==> src/rtl/rit_pkg.sv <==
package rit_pkg;
   localparam int SEL_W     = 3;
   localparam int NUM_SEL   = 1 << SEL_W;
   localparam int MAX_SHIFT = 12;
   localparam int ADR_W     = 2;

   localparam logic [ADR_W-1:0] ADR_STAT  = 2'd0;
   localparam logic [ADR_W-1:0] ADR_CNT   = 2'd1;
   localparam logic [ADR_W-1:0] ADR_CONST = 2'd2;
   localparam logic [ADR_W-1:0] ADR_RCTL  = 2'd3;

   localparam int BIT_FLAG = 7;
   localparam int BIT_IE   = 6;
   localparam int BIT_SELL = 3;

   // divide exponent for a select code: 0 stops, top code is 2^12, others 2^(2s-1)
   function automatic int rit_shift(input int code);
      if (code == 0)
         return 0;
      else if (code == NUM_SEL - 1)
         return MAX_SHIFT;
      else
         return 2 * code - 1;
   endfunction
endpackage

==> src/rtl/rit_prescaler.sv <==
module rit_prescaler
   import rit_pkg::*;
#(
   parameter int PS_W = 12
) (
   input  logic             clk,
   input  logic             por_n,
   input  logic             mrst_n,
   input  logic [SEL_W-1:0] sel,
   output logic             tick
);
   logic [PS_W-1:0]    ps;
   logic [NUM_SEL-1:0] taps;

   always_ff @(posedge clk or negedge por_n) begin
      if (!por_n)
         ps <= '0;
      else if (!mrst_n)
         ps <= '0;
      else
         ps <= ps + 1'b1;
   end

   assign taps[0] = 1'b0;
   for (genvar c = 1; c < NUM_SEL; c++) begin : g_tap
      localparam int SH = rit_shift(c);
      assign taps[c] = &ps[SH-1:0];
   end

   assign tick = taps[sel];
endmodule

==> src/rtl/rit_count_cmp.sv <==
module rit_count_cmp #(
   parameter int CNT_W = 8
) (
   input  logic             clk,
   input  logic             por_n,
   input  logic             run,
   input  logic             tick,
   input  logic [CNT_W-1:0] cnst,
   input  logic             load,
   input  logic [CNT_W-1:0] load_val,
   output logic [CNT_W-1:0] cnt,
   output logic             match
);
   assign match = tick && run && !load && (cnt == cnst);

   always_ff @(posedge clk or negedge por_n) begin
      if (!por_n)
         cnt <= '0;
      else if (load)
         cnt <= load_val;
      else if (match)
         cnt <= '0;
      else if (tick && run)
         cnt <= cnt + 1'b1;
   end
endmodule

==> src/rtl/rit_regs.sv <==
module rit_regs
   import rit_pkg::*;
#(
   parameter int CNT_W = 8,
   parameter int REG_W = 16
) (
   input  logic             clk,
   input  logic             por_n,
   input  logic             mrst_n,
   input  logic             wr,
   input  logic             rd,
   input  logic [ADR_W-1:0] addr,
   input  logic [REG_W-1:0] wdata,
   input  logic [CNT_W-1:0] cnt,
   input  logic             match,
   output logic [REG_W-1:0] rdata,
   output logic [SEL_W-1:0] sel,
   output logic             ie,
   output logic             flag,
   output logic             rfsh_en,
   output logic [CNT_W-1:0] cnst,
   output logic             cnt_wr,
   output logic             stat_wr
);
   logic armed;
   logic stat_rd;

   assign stat_wr = wr && (addr == ADR_STAT);
   assign cnt_wr  = wr && (addr == ADR_CNT);
   assign stat_rd = rd && (addr == ADR_STAT);

   always_ff @(posedge clk or negedge por_n) begin
      if (!por_n) begin
         sel     <= '0;
         ie      <= 1'b0;
         flag    <= 1'b0;
         armed   <= 1'b0;
         rfsh_en <= 1'b0;
         cnst    <= '0;
      end else if (!mrst_n) begin
         sel     <= '0;
         ie      <= 1'b0;
         flag    <= 1'b0;
         armed   <= 1'b0;
         rfsh_en <= 1'b0;
         cnst    <= '0;
      end else begin
         if (stat_wr) begin
            sel <= wdata[BIT_SELL +: SEL_W];
            ie  <= wdata[BIT_IE];
         end
         if (wr && addr == ADR_CONST)
            cnst <= wdata[CNT_W-1:0];
         if (wr && addr == ADR_RCTL)
            rfsh_en <= wdata[0];

         if (match)
            flag <= 1'b1;
         else if (stat_wr && armed && !wdata[BIT_FLAG])
            flag <= 1'b0;

         if (stat_wr)
            armed <= 1'b0;
         else if (stat_rd && flag)
            armed <= 1'b1;
      end
   end

   always_comb begin
      rdata = '0;
      unique case (addr)
         ADR_STAT: begin
            rdata[BIT_FLAG]           = flag;
            rdata[BIT_IE]             = ie;
            rdata[BIT_SELL +: SEL_W]  = sel;
         end
         ADR_CNT:   rdata[CNT_W-1:0] = cnt;
         ADR_CONST: rdata[CNT_W-1:0] = cnst;
         default:   rdata[0]         = rfsh_en;
      endcase
   end
endmodule

==> src/rtl/rit_refresh_req.sv <==
module rit_refresh_req (
   input  logic clk,
   input  logic por_n,
   input  logic mrst_n,
   input  logic match,
   input  logic enable,
   input  logic ack,
   output logic req
);
   always_ff @(posedge clk or negedge por_n) begin
      if (!por_n)
         req <= 1'b0;
      else if (!mrst_n)
         req <= 1'b0;
      else if (req)
         req <= !ack;
      else
         req <= match && enable;
   end
endmodule

==> src/rtl/rfsh_interval_timer.sv <==
module rfsh_interval_timer
   import rit_pkg::*;
#(
   parameter int CNT_W = 8,
   parameter int REG_W = 16,
   parameter int PS_W  = 12
) (
   input  logic             clk,
   input  logic             por_n,
   input  logic             mrst_n,
   input  logic             bus_wr,
   input  logic             bus_rd,
   input  logic [1:0]       bus_addr,
   input  logic [REG_W-1:0] bus_wdata,
   output logic [REG_W-1:0] bus_rdata,
   output logic             rfsh_req,
   input  logic             rfsh_ack,
   output logic             cmp_irq
);
   if (REG_W < 8)
      $error("REG_W must hold the 8-bit status field");
   if (CNT_W < 1 || CNT_W > REG_W)
      $error("CNT_W must be between 1 and REG_W");
   if (PS_W < MAX_SHIFT)
      $error("PS_W must cover the widest divide ratio");

   logic             tick;
   logic             run;
   logic             match;
   logic [CNT_W-1:0] cnt;
   logic [CNT_W-1:0] cnst;
   logic [SEL_W-1:0] sel;
   logic             ie;
   logic             flag;
   logic             rfsh_en;
   logic             cnt_wr;
   logic             stat_wr;

   assign run     = mrst_n && (sel != '0);
   assign cmp_irq = flag && ie;

   rit_prescaler #(.PS_W(PS_W)) u_pre (
      .clk    (clk),
      .por_n  (por_n),
      .mrst_n (mrst_n),
      .sel    (sel),
      .tick   (tick)
   );

   rit_count_cmp #(.CNT_W(CNT_W)) u_cnt (
      .clk      (clk),
      .por_n    (por_n),
      .run      (run),
      .tick     (tick),
      .cnst     (cnst),
      .load     (cnt_wr),
      .load_val (bus_wdata[CNT_W-1:0]),
      .cnt      (cnt),
      .match    (match)
   );

   rit_regs #(.CNT_W(CNT_W), .REG_W(REG_W)) u_regs (
      .clk     (clk),
      .por_n   (por_n),
      .mrst_n  (mrst_n),
      .wr      (bus_wr),
      .rd      (bus_rd),
      .addr    (bus_addr),
      .wdata   (bus_wdata),
      .cnt     (cnt),
      .match   (match),
      .rdata   (bus_rdata),
      .sel     (sel),
      .ie      (ie),
      .flag    (flag),
      .rfsh_en (rfsh_en),
      .cnst    (cnst),
      .cnt_wr  (cnt_wr),
      .stat_wr (stat_wr)
   );

   rit_refresh_req u_req (
      .clk    (clk),
      .por_n  (por_n),
      .mrst_n (mrst_n),
      .match  (match),
      .enable (rfsh_en),
      .ack    (rfsh_ack),
      .req    (rfsh_req)
   );
endmodule

==> config.mk <==
export PLATFORM = sky130hd
export DESIGN_NAME = rfsh_interval_timer
export DESIGN_NICKNAME = d
export VERILOG_FILES = /design/src/rtl/rit_pkg.sv /design/src/rtl/rit_prescaler.sv /design/src/rtl/rit_count_cmp.sv /design/src/rtl/rit_regs.sv /design/src/rtl/rit_refresh_req.sv /design/src/rtl/rfsh_interval_timer.sv
export SDC_FILE = /design/constraint.sdc
export NUM_CORES = 1
export LEC_CHECK = 0
export BUFFER_PORTS_ARGS = -buffer_cell sky130_fd_sc_hd__buf_2
export CORE_UTILIZATION = 50
export CTS_CLUSTER_DIAMETER = 200
export DETAILED_ROUTE_END_ITERATION = 8
export GPL_TIMING_DRIVEN = 0
export HOLD_SLACK_MARGIN = 0.02
export PLACE_DENSITY_LB_ADDON = 0.15
export SYNTH_ARGS = -nofsm -noshare
export SYNTH_HDL_FRONTEND = slang
export SYNTH_SLANG_ARGS = --single-unit
==> constraint.sdc <==
create_clock -name clk -period 5.2 [get_ports clk]
set_clock_uncertainty 0.05 [all_clocks]
set_input_delay 1.04 -clock clk [delete_from_list [all_inputs] [get_ports clk]]
set_output_delay 1.04 -clock clk [all_outputs]
set_load 0.01 [all_outputs]
==> impl_summary.log <==
INFO  metric drv_slew = 0
INFO  metric worst_skew_pair.late_latency = 0.30 ns
INFO  metric cpLargestDelayFamily = buffers and inverters
INFO  metric worstSetupEndpointType = output pin
INFO  metric share_of_post_route_cells_with_drive_strength_above_1 = 16.1%
INFO  metric launching_element_of_the_worst_setup_path = bus_addr[0]
INFO  metric route.final.wire_length = 5440 um
INFO  metric worstPathArrival = 2.57 ns
INFO  metric routed-via-count = 2050
INFO  metric rr_startpoint = u_pre.ps[0]$_DFF_PN0_
INFO  metric post_cts_resize_count = 0
INFO  metric worst-setup-path-type = input port to output pin
INFO  metric p_int = 489 uW
INFO  metric pd_cells = approximately 270 nW/um2
INFO  metric relSlewSlack = 21.7%
INFO  metric drv_cap = 0
INFO  metric floorplan.initialDensity = between 50% and 60%
INFO  metric die_x = 69.3 um
INFO  metric finalSetupViolCount = 0
INFO  metric cts-root-to-sink-buffers = 2
INFO  metric average_cell_area_after_synthesis = 8.72 um2
INFO  metric totalNegativeSetupSlack = 0 ns
INFO  metric cts.reportedPaths.clkPinSlew = 0.07 ns
INFO  metric cp_cell_sequence = buf_2, inv_1, ha_1, clkbuf_1, clkbuf_1, a222oi_1, nor2_1, buf_2
INFO  metric coreArea = 4350 um2
INFO  metric netSwitchingFraction = just under 30%
INFO  metric filler_cell_count = 409
INFO  metric timing.reg2reg.setup_slack = 2.38 ns
INFO  metric grt_util_overall = 24.0%
INFO  metric clock_root_buffer = sky130_fd_sc_hd__clkbuf_8
INFO  metric unrepaired_setup_endpoints_after_global_routing = false
INFO  metric power_switching = between 200 and 250 uW
INFO  metric area_growth_syn_to_layout = 14.1%
INFO  metric timing_worst_slew_pin_value = 1.17 ns
INFO  metric synth-seq-cells = 36
INFO  metric leakage = 0.00114 uW
INFO  metric mostFrequentLayoutCell = sky130_fd_sc_hd__dfrtp_1
INFO  metric postSynthCellCount = 260
INFO  metric crit_path_start_kind = input port
INFO  metric grt_pass1_vias = 1814
INFO  metric hold_path_startpoint = u_pre.ps[0]$_DFF_PN0_
INFO  metric synth.distinct_cells = 47
INFO  metric cts-buffers-inserted = 5
INFO  metric gpl.final_weighted_congestion = 0.841
INFO  metric grt_antenna_before_repair = 0
INFO  metric initialDrtViolationCount = 214
INFO  metric total_power = 689 uW
INFO  metric clock_power_share = between 30% and 40%
INFO  metric worstHoldPathType = register to register
INFO  metric layout_min_cycle_time = roughly 3.7 ns
INFO  metric fmaxAchievable = 0.273 GHz
INFO  metric crit_path_max_incr_delay = approximately 0.41 ns
INFO  metric power_frac_seq = a little under half
INFO  metric portion_of_total_power_attributed_to_combinational_logic = between 10% and 20%
INFO  metric finalHoldViolCount = 0
INFO  metric number_of_enable_flip_flop_cells_after_synthesis = 0
INFO  metric placement_row_count = 24
INFO  metric crit_path_required_time = 4.11 ns
INFO  metric finish.net_count = around 330
INFO  metric post_synth_instance_area = between 2000 and 2500 um2
INFO  metric async_flop_share = 100%
INFO  metric synth_seq_area_share = 39.8%
INFO  metric post_detailed_route_wirelength_per_cell = 15.5 um
INFO  metric worstPathMaxFanout = 10
INFO  metric final_worst_path_cycle_share = about 70%
INFO  metric drc = 0
INFO  metric status = finished clean
INFO  metric total_of_warnings_raised_by_yosys = 0
INFO  metric drtPass1Iterations = 6
INFO  metric crit_path_top_delay_cell = sky130_fd_sc_hd__clkbuf_1
INFO  metric grt_first_pass_wirelength = 8970 um
INFO  metric h-tree-depth = 2
INFO  metric yosys_most_used_dff = sky130_fd_sc_hd__dfrtp_1
INFO  metric maximum_number_of_pins_on_one_net_before_global_route_repair = 37
INFO  metric design.portCount = 42
INFO  metric globalRouteOverflowTotal = 0
INFO  metric post-dp-hpwl = 3920 um
INFO  metric vdd.ir_drop.worst = between 0.1 and 0.15 mV
INFO  metric n_antenna_cell = 0
INFO  metric layout.cells.most_common_list = sky130_fd_sc_hd__dfrtp_1 (36), sky130_fd_sc_hd__nand2_1 (28), sky130_fd_sc_hd__nor2_1 (25), sky130_fd_sc_hd__buf_2 (25), sky130_fd_sc_hd__a21oi_1 (21)
INFO  metric cp_num_buf_inv = 5
INFO  metric die_y = roughly 70 um
INFO  metric drt.antenna.violating_nets = 0
INFO  metric post-cts-setup-buffers = 0
INFO  metric floorplan.die_area = slightly below 5000 um2
INFO  metric count_of_input_and_output_buffers = 24
INFO  metric tritoncts_num_sinks = 36
INFO  metric tritoncts_clock_tree = yes
INFO  metric postCtsHoldBufs = 0
INFO  metric detail_route.vias_per_cell = 5.84
[through the flow]
step	cells	utilization (%)	worst slack, ns	cell area, um2	hold WS (ns)
after floorplan	267	-	1.97	2290	0.394
after global placement	343	56.9	1.52	2480	0.432
after detailed placement	343	56.9	1.56	2480	0.430
after CTS	351	59.4	1.55	2580	0.440
after global routing	351	59.4	1.38	2580	0.459
final	351	59.4	1.54	2580	0.436
[power groups by stage]
stage               clock network (uW)  registers [uW]  logic (uW)
detailed placement                   0             321         126
global route                       263             319         142
global placement                     0             320         124
finish                             245             316         127
CTS                                248             316         127
floorplan                            0             315        88.8
[cell type report]
class | instances | area [um2] | area share, %
buffer | 25 | 140 | 5.42
tap | 52 | 65.1 | 2.52
sequential | 36 | 901 | 34.8
clock inverter | 2 | 35.0 | 1.36
timing repair buffer | 24 | 120 | 4.65
inverter | 5 | 18.8 | 0.726
multi-input combinational | 201 | 1230 | 47.7
clock buffer | 6 | 72.6 | 2.81
[layer usage]
metal | GRT usage [%] | wire length (um) | vias up | part of all wire (%)
met5 | 0 | 0 | - | 0
met4 | 7.94 | 65 | 0 | 1.2
met3 | 4.80 | 369 | 6 | 6.8
met2 | 35.0 | 2460 | 75 | 45
met1 | 35.7 | 2540 | 982 | 47
li1 | - | - | 987 | -
[cell usage after synthesis (all sizes together), types with 2 or more instances]
cell type | number | share of area, %
inv | 5 | 0.83
and3 | 4 | 1.1
nand2 | 29 | 4.9
a21oi | 21 | 4.6
nand3b | 2 | 0.66
nor4 | 4 | 1.7
a222oi | 5 | 2.2
o31ai | 2 | 0.66
dfrtp | 36 | 40
ha | 10 | 5.5
o21ai | 7 | 1.5
buf | 13 | 4.2
and2 | 6 | 1.7
nand3 | 17 | 3.8
a31oi | 10 | 2.8
nor2 | 25 | 4.1
a22oi | 4 | 1.3
nor2b | 8 | 2.2
nand4 | 8 | 2.2
clkbuf | 12 | 2.0
or3 | 2 | 0.77
xor2 | 13 | 5.0
[flip-flops by register name, indices dropped and copies added (netlist names)]
name / count
u_pre.ps: 12
u_regs.rfsh_en: 1
u_regs.ie: 1
u_regs.cnst: 8
u_regs.sel: 3
u_cnt.cnt: 8
u_req.req: 1
u_regs.armed: 1
u_regs.flag: 1
[kinds of logic after synthesis]
group,after synthesis,share of synthesized area [%]
adder cells (fa/ha/maj),10,5.52
flip-flops,36,39.8
buffers and inverters,30,7.01
AND/OR/NAND/NOR,110,24.7
other,1,0.165
AO/OA/AOI/OAI,58,17.0
multiplexers,1,0.442
XOR/XNOR,14,5.41
[worst reg2reg max path, delay by kind of cell (launching register included)]
family / cells / cell delay (ns)
buffers and inverters: 2 / 0.27
AND/OR/NAND/NOR: 5 / 1.14
adder cells (fa/ha/maj): 2 / 0.36
AO/OA/AOI/OAI: 3 / 0.53
flip-flops: 1 / 0.39
[path summary, 6_finish.rpt]
check	to	cells after the start
max reg2reg	u_regs.flag$_DFFE_PN0P_	12
min	u_pre.ps[0]$_DFF_PN0_	1
max	bus_rdata[3]	8
max in group asynchronous	u_regs.cnst[1]$_DFFE_PN0P_	1
min in group asynchronous	u_pre.ps[6]$_DFF_PN0_	1
min reg2reg	u_pre.ps[0]$_DFF_PN0_	1
(Power assumes the default switching activity.)
